--- config.mk ---
export PLATFORM = sky130hd
export DESIGN_NAME = frame_client_demapper
export DESIGN_NICKNAME = d
export VERILOG_FILES = /design/src/rtl/fcd_pkg.sv /design/src/rtl/fcd_slot_ctrl.sv /design/src/rtl/fcd_buffer.sv /design/src/rtl/fcd_rate_gen.sv /design/src/rtl/frame_client_demapper.sv
export SDC_FILE = /design/constraint.sdc
export NUM_CORES = 1
export LEC_CHECK = 0
export BUFFER_PORTS_ARGS = -buffer_cell sky130_fd_sc_hd__buf_4
export CORE_MARGIN = 2
export CORE_UTILIZATION = 45
export CTS_CLUSTER_SIZE = 20
export DETAILED_ROUTE_END_ITERATION = 7
export PLACE_DENSITY_LB_ADDON = 0.05
export SLEW_MARGIN = 20
export SYNTH_ARGS = -nofsm -noshare
export SYNTH_HDL_FRONTEND = slang
export SYNTH_SLANG_ARGS = --single-unit
--- constraint.sdc ---
create_clock -name clk -period 3.85 [get_ports clk]
set_input_delay 0 -clock clk [delete_from_list [all_inputs] [get_ports clk]]
set_output_delay 0 -clock clk [all_outputs]
set_load 0.05 [all_outputs]
--- src/rtl/fcd_pkg.sv ---
package fcd_pkg;
    typedef enum logic [1:0] {
        ST_HUNT     = 2'd0,
        ST_OVERHEAD = 2'd1,
        ST_PAYLOAD  = 2'd2
    } frame_state_t;

    typedef enum logic {
        ST_FILL = 1'b0,
        ST_RUN  = 1'b1
    } out_state_t;
endpackage

--- src/rtl/fcd_slot_ctrl.sv ---
module fcd_slot_ctrl
    import fcd_pkg::*;
#(
    parameter int W        = 8,
    parameter int OH_SLOTS = 2,
    parameter int P        = 6
) (
    input  logic            clk,
    input  logic            rst_n,
    input  logic            sof,
    input  logic            oh,
    input  logic [W-1:0]    din,
    output logic            wr_en,
    output logic [W-1:0]    wr_data,
    output logic [$clog2(P+1)-1:0] cn_cur,
    output logic            frm_err
);
    localparam int CNW = OH_SLOTS * W;
    localparam int CW  = $clog2(P + 1);

    frame_state_t    state, state_nx;
    logic [CNW-1:0]  oh_sr;
    logic [CW-1:0]   sel_acc;
    logic [CW-1:0]   pay_idx;

    logic            first_pay;
    logic            cn_ok;
    logic [CW-1:0]   cn_eff;
    logic            in_pay;
    logic [CW-1:0]   phase;
    logic [CW:0]     phase_sum;
    logic [CW-1:0]   phase_nx;

    always_comb begin
        first_pay = (state == ST_OVERHEAD) && !oh && !sof;
        cn_ok     = (oh_sr <= CNW'(P));
        cn_eff    = (first_pay && cn_ok) ? oh_sr[CW-1:0] : cn_cur;
        in_pay    = first_pay ||
                    ((state == ST_PAYLOAD) && !oh && !sof && (pay_idx < CW'(P)));
        phase     = first_pay ? '0 : sel_acc;
        phase_sum = {1'b0, phase} + {1'b0, cn_eff};
        phase_nx  = (phase_sum >= (CW+1)'(P)) ? CW'(phase_sum - (CW+1)'(P))
                                              : phase_sum[CW-1:0];
        wr_en     = in_pay && (phase < cn_eff);
        wr_data   = din;
    end

    always_comb begin
        state_nx = state;
        if (sof) begin
            state_nx = ST_OVERHEAD;
        end else begin
            unique case (state)
                ST_HUNT:     state_nx = ST_HUNT;
                ST_OVERHEAD: if (!oh) state_nx = (P == 1) ? ST_HUNT : ST_PAYLOAD;
                ST_PAYLOAD:  if (oh || (in_pay && pay_idx == CW'(P - 1)))
                                 state_nx = ST_HUNT;
                default:     state_nx = ST_HUNT;
            endcase
        end
    end

    always_ff @(posedge clk) begin
        if (!rst_n) state <= ST_HUNT;
        else        state <= state_nx;
    end

    always_ff @(posedge clk) begin
        if (!rst_n) begin
            oh_sr   <= '0;
            sel_acc <= '0;
            pay_idx <= '0;
            cn_cur  <= '0;
            frm_err <= 1'b0;
        end else begin
            frm_err <= first_pay && !cn_ok;
            if (sof) begin
                oh_sr <= CNW'(din);
            end else if (state == ST_OVERHEAD && oh) begin
                oh_sr <= (oh_sr << W) | CNW'(din);
            end
            if (first_pay) cn_cur <= cn_eff;
            if (in_pay) begin
                sel_acc <= phase_nx;
                pay_idx <= first_pay ? CW'(1) : pay_idx + CW'(1);
            end
        end
    end

    AST_CN_BOUNDED: assert property (@(posedge clk) disable iff (!rst_n)
        cn_cur <= CW'(P));
    AST_ERR_KEEPS_CN: assert property (@(posedge clk) disable iff (!rst_n)
        frm_err |-> $stable(cn_cur));
    AST_WR_NOT_OH: assert property (@(posedge clk) disable iff (!rst_n)
        (state == ST_PAYLOAD && wr_en) |-> $past(state != ST_HUNT));
endmodule

--- src/rtl/fcd_buffer.sv ---
module fcd_buffer #(
    parameter int W     = 8,
    parameter int DEPTH = 16
) (
    input  logic                     clk,
    input  logic                     rst_n,
    input  logic                     wr,
    input  logic [W-1:0]             wdata,
    input  logic                     rd,
    output logic [W-1:0]             rdata,
    output logic                     empty,
    output logic [$clog2(DEPTH):0]   level
);
    localparam int AW = $clog2(DEPTH);

    logic [W-1:0]  mem [DEPTH];
    logic [AW-1:0] wp, rp;
    logic          full, do_wr, do_rd;

    always_comb begin
        full  = (level == (AW+1)'(DEPTH));
        empty = (level == '0);
        do_wr = wr && !full;
        do_rd = rd && !empty;
        rdata = mem[rp];
    end

    always_ff @(posedge clk) begin
        if (do_wr) mem[wp] <= wdata;
    end

    always_ff @(posedge clk) begin
        if (!rst_n) begin
            wp    <= '0;
            rp    <= '0;
            level <= '0;
        end else begin
            if (do_wr) wp <= (wp == AW'(DEPTH - 1)) ? '0 : wp + AW'(1);
            if (do_rd) rp <= (rp == AW'(DEPTH - 1)) ? '0 : rp + AW'(1);
            level <= level + (AW+1)'(do_wr) - (AW+1)'(do_rd);
        end
    end

    AST_NO_OVERFLOW: assert property (@(posedge clk) disable iff (!rst_n)
        full |-> !wr);
    AST_LEVEL_STEP: assert property (@(posedge clk) disable iff (!rst_n)
        $past(rst_n) |-> (level <= $past(level) + 1));
endmodule

--- src/rtl/fcd_rate_gen.sv ---
module fcd_rate_gen #(
    parameter int OH_SLOTS = 2,
    parameter int P        = 6
) (
    input  logic                   clk,
    input  logic                   rst_n,
    input  logic [$clog2(P+1)-1:0] cn,
    output logic                   fire
);
    localparam int CW = $clog2(P + 1);
    localparam int L  = OH_SLOTS + P;
    localparam int RW = $clog2(L + P + 1);

    logic [RW-1:0] acc;
    logic [RW-1:0] sum;

    always_comb sum = acc + RW'(cn);

    always_ff @(posedge clk) begin
        if (!rst_n) begin
            acc  <= '0;
            fire <= 1'b0;
        end else begin
            fire <= (sum >= RW'(L));
            acc  <= (sum >= RW'(L)) ? sum - RW'(L) : sum;
        end
    end

    AST_ACC_RANGE: assert property (@(posedge clk) disable iff (!rst_n)
        acc < RW'(L));
    AST_NO_FIRE_ZERO: assert property (@(posedge clk) disable iff (!rst_n)
        ($past(cn) == '0 && $past(acc) < RW'(L)) |-> !fire);
endmodule

--- src/rtl/frame_client_demapper.sv ---
module frame_client_demapper
    import fcd_pkg::*;
#(
    parameter int W        = 8,
    parameter int OH_SLOTS = 2,
    parameter int P        = 6,
    parameter int DEPTH    = 16
) (
    input  logic         clk,
    input  logic         rst_n,
    input  logic         srv_sof,
    input  logic         srv_oh,
    input  logic [W-1:0] srv_data,
    output logic [W-1:0] clt_data,
    output logic         clt_valid,
    output logic         frm_err
);
    localparam int CW   = $clog2(P + 1);
    localparam int LW   = $clog2(DEPTH) + 1;
    localparam int HALF = DEPTH / 2;

    logic          wr_en;
    logic [W-1:0]  wr_data;
    logic [CW-1:0] cn_cur;
    logic          fire;
    logic [W-1:0]  rdata;
    logic          empty;
    logic [LW-1:0] level;
    logic          pop;
    out_state_t    ostate, ostate_nx;

    fcd_slot_ctrl #(.W(W), .OH_SLOTS(OH_SLOTS), .P(P)) u_slot (
        .clk(clk), .rst_n(rst_n), .sof(srv_sof), .oh(srv_oh), .din(srv_data),
        .wr_en(wr_en), .wr_data(wr_data), .cn_cur(cn_cur), .frm_err(frm_err)
    );

    fcd_buffer #(.W(W), .DEPTH(DEPTH)) u_buf (
        .clk(clk), .rst_n(rst_n), .wr(wr_en), .wdata(wr_data),
        .rd(pop), .rdata(rdata), .empty(empty), .level(level)
    );

    fcd_rate_gen #(.OH_SLOTS(OH_SLOTS), .P(P)) u_rate (
        .clk(clk), .rst_n(rst_n), .cn(cn_cur), .fire(fire)
    );

    always_comb begin
        ostate_nx = ostate;
        unique case (ostate)
            ST_FILL: if (level >= LW'(HALF)) ostate_nx = ST_RUN;
            ST_RUN:  ostate_nx = ST_RUN;
            default: ostate_nx = ST_FILL;
        endcase
        pop = fire && (ostate == ST_RUN) && !empty;
    end

    always_ff @(posedge clk) begin
        if (!rst_n) ostate <= ST_FILL;
        else        ostate <= ostate_nx;
    end

    always_ff @(posedge clk) begin
        if (!rst_n) begin
            clt_valid <= 1'b0;
            clt_data  <= '0;
        end else begin
            clt_valid <= pop;
            if (pop) clt_data <= rdata;
        end
    end

    AST_VALID_NEEDS_RUN: assert property (@(posedge clk) disable iff (!rst_n)
        clt_valid |-> $past(ostate == ST_RUN));
    AST_VALID_FROM_STROBE: assert property (@(posedge clk) disable iff (!rst_n)
        clt_valid |-> $past(fire));
    AST_RUN_STICKY: assert property (@(posedge clk) disable iff (!rst_n)
        $past(ostate == ST_RUN) |-> (ostate == ST_RUN));
endmodule

==> impl_metrics.yaml <==
clock_network:
  cts.sinks: 184
  numCtsBuffers: 17
  cts_setup_buffers: 0
  cts.htree.levels: 4
  cts_tree: "yes"
  clock_latency_ns: 0.42
  clock_path_buffers: 2
  hold_buffers: 9
  cts-root-buf: "clkbuf_16"
  cts_resized: 0
  clk_pin_slew_worst_paths_ns: 0.07
timing:
  slew_viol_final: 0
  final_hold_viol_count: 0
  max_slew_margin: 0.257
  maxClockFrequency_mhz: 289
  tightestPinTransition_ns: 1.11
  rsz0062_at_grt: "false"
  tns_ns: 0
  setup_viol: 0
  fin_skew_ns: 0.0107
  post-route-min-period_ns: 3.46
  fin_crit_sh: 0.898
power_and_ir_drop:
  peakVddDrop_mv: 0.307
  power_density_mw_per_mm2: 476
  design_power_total_uw: 4160
  leakage_uw: 0.00308
setup_path:
  crit_path_start_kind: "flop"
  r2r_start: "u_slot.state[0]"
  endpoint: "u_buf.level[4]"
  cp-startpoint: "u_slot.state[0]"
  path_delay_family: "adder cells"
  critPathRequiredTime_ns: 4.13
  crit_fanout: 7
  crit_path_max_incr_delay_ns: 0.41
  arrival_ns: 3.73
  r2r_slack_ns: 0.39
  crit_buf_inv: 0
  crit_chain: "nor2b_4 > nand2_1 > nor3_4 > mux2_4 > ha_1 > o21bai_1 > a211o_1 > nor3_2 > ha_1 > fa_1 > a21oi_1 > o21bai_1 > xor2_1 > nor2_1"
  cp_slowest_cell: "fa_1"
  r2r_cells: 14
  worstSetupEndpointType: "flop"
  r2r_end: "u_buf.level[4]"
  cp.depth: 14
  path_class: "reg -> reg"
grt:
  grtUsageTotal: 0.183
  antenna_found_initial: 0
  grt_first_pass_wirelength_um: 24400
  grt_max_degree: 30
  grt_pass1_vias: 4230
  grt_remaining_overflow: 0
final_layout:
  fin_nets: 571
  num_antenna_cells: 0
  fillers: 1409
  drive_above_1_share: 0.191
  multi_input_area_mm2: 0.00254
  area_growth_pct: 13.9
  register_area_mm2: 0.00497
synthesis:
  synth_edf_count: 128
  yosys_warnings: 0
  yosysMostFrequentCell: "edfxtp_1"
  synth_nets: 535
  synthCells: 496
  yosysSeqAreaShare: 0.646
  syn_avg_cell_area_um2: 15.5
  ys.flop_type: "edfxtp_1"
  async_flop_share: 0
  yosysUniqueCellTypes: 53
  synthTopCellsByArea: "edfxtp_1 (50%), dfxtp_1 (15%), mux4_2 (9.4%)"
  synth_top_area_frac: 0.500
  yosys.area.top_type: "edfxtp_1"
  ys_seq_elements: 184
  netlist_area_mm2: 0.00768
  synthTopCellsByCount: "edfxtp_1 (128), dfxtp_1 (56), mux2i_1 (38)"
floorplanning:
  core_area_mm2: 0.0166
  fp.dieW_um: 135
  fp.dieH_um: 135
  io_pins: 22
  placementRows: 47
  start_util: 0.462
  dieArea_mm2: 0.0181
place:
  port_buffers: 21
  dp_hpwl_um: 10300
  gp_congestion: 0.765
worst_hold_path:
  min_path_type: "in -> reg"
  worstHoldStart: "srv_oh"
drt:
  wl_um: 15400
  drtIter0Drc: 275
  wl_per_cell_um: 20.1
  detail-route-antenna-nets: 0
  drc: 0
  drtPass1Iterations: 4
  route.detailed.vias_per_inst: 5.48
  vias: 4194
job:
  cap_violations: 0
outcome:
  status: "finished clean"
## flip-flops by register name (all words and copies together), names as in the netlist
signal,cells
u_slot.state,2
u_slot.cn_cur,3
u_slot.pay_idx,3
u_slot.frm_err,1
u_buf.wp,4
u_rate.acc,4
u_buf.mem,128
u_rate.fire,1
clt_valid,1
clt_data,8
u_slot.sel_acc,3
u_buf.rp,4
u_slot.oh_sr,16
u_buf.level,5
ostate,1
## worst min path at each step
stage / endpoint / depth (start not counted) / slack [ns]
floorplan: u_buf.mem[0][0] / 0 / 0.1
global placement: u_buf.mem[3][3] / 1 / 0.34
detailed placement: u_buf.mem[1][3] / 1 / 0.35
CTS: u_slot.state[1] / 4 / 0.06
global route: u_slot.state[0] / 3 / 0.08
finish: u_slot.state[1] / 4 / 0.06
## layout make-up
class	count	area share
clock buffer	19	0.0495
clock inverter	13	0.0147
inverter	18	0.00772
multi-input combinational	271	0.291
sequential	184	0.567
tap	220	0.0315
timing repair buffer	40	0.0383
## cells in the final DEF, fill, tap and decap left out, types with 6 or more instances in the layout
cell type,count
ha_1,24
edfxtp_1,128
nand4_1,6
and3_1,15
nor2_1,33
nand2_1,19
a21oi_1,14
dlygate4sd3_1,9
clkbuf_16,17
buf_4,30
mux2i_1,38
nand3_1,11
mux4_2,32
o221ai_1,8
dfxtp_1,55
inv_1,17
and2_1,7
## cell families after synthesis
kind of cell	count (synthesis)	synth area share
other	1	0.000488
flip-flops	184	0.646
buffers and inverters	41	0.0225
AND/OR/NAND/NOR	114	0.0801
XOR/XNOR	9	0.0103
adder cells (fa/ha/maj)	27	0.0469
multiplexers	74	0.151
AO/OA/AOI/OAI	46	0.0428
## tightest hold or removal path, cell delays in order
cell	delay, ns
buf_4	0.10
nor2_1	0.05
buf_4	0.17
o211a_1	0.12
## power breakdown
group / total [µW] / leakage (µW) / internal (µW) / switching, µW
Sequential: 2170 / 0.00161 / 2150 / 26.0
Combinational: 328 / 0.00121 / 133 / 195
Clock: 1660 / 0.000267 / 951 / 712
## through the flow
step | std cells | utilization | hold WS (ns) | setup WS [ns] | area (µm²)
6_report | 765 | 0.526 | 0.0647 | 0.394 | 8750
5_1_grt | 765 | 0.526 | 0.0767 | 0.142 | 8750
4_1_cts | 765 | 0.526 | 0.0556 | 0.386 | 8750
3_5_place_dp | 724 | 0.487 | 0.352 | 0.416 | 8100
3_3_place_gp | 724 | 0.487 | 0.341 | 0.450 | 8100
2_1_floorplan | 496 | - | 0.0989 | 0.369 | 7680
## routing by layer
layer,vias to the layer above,wire [µm],track usage
met2,73,7730,0.305
met3,9,445,0.0375
met5,-,0,0
met4,0,164,0.0526
met1,2149,7020,0.243
li1,1963,-,-
(Power assumes the default switching activity.)
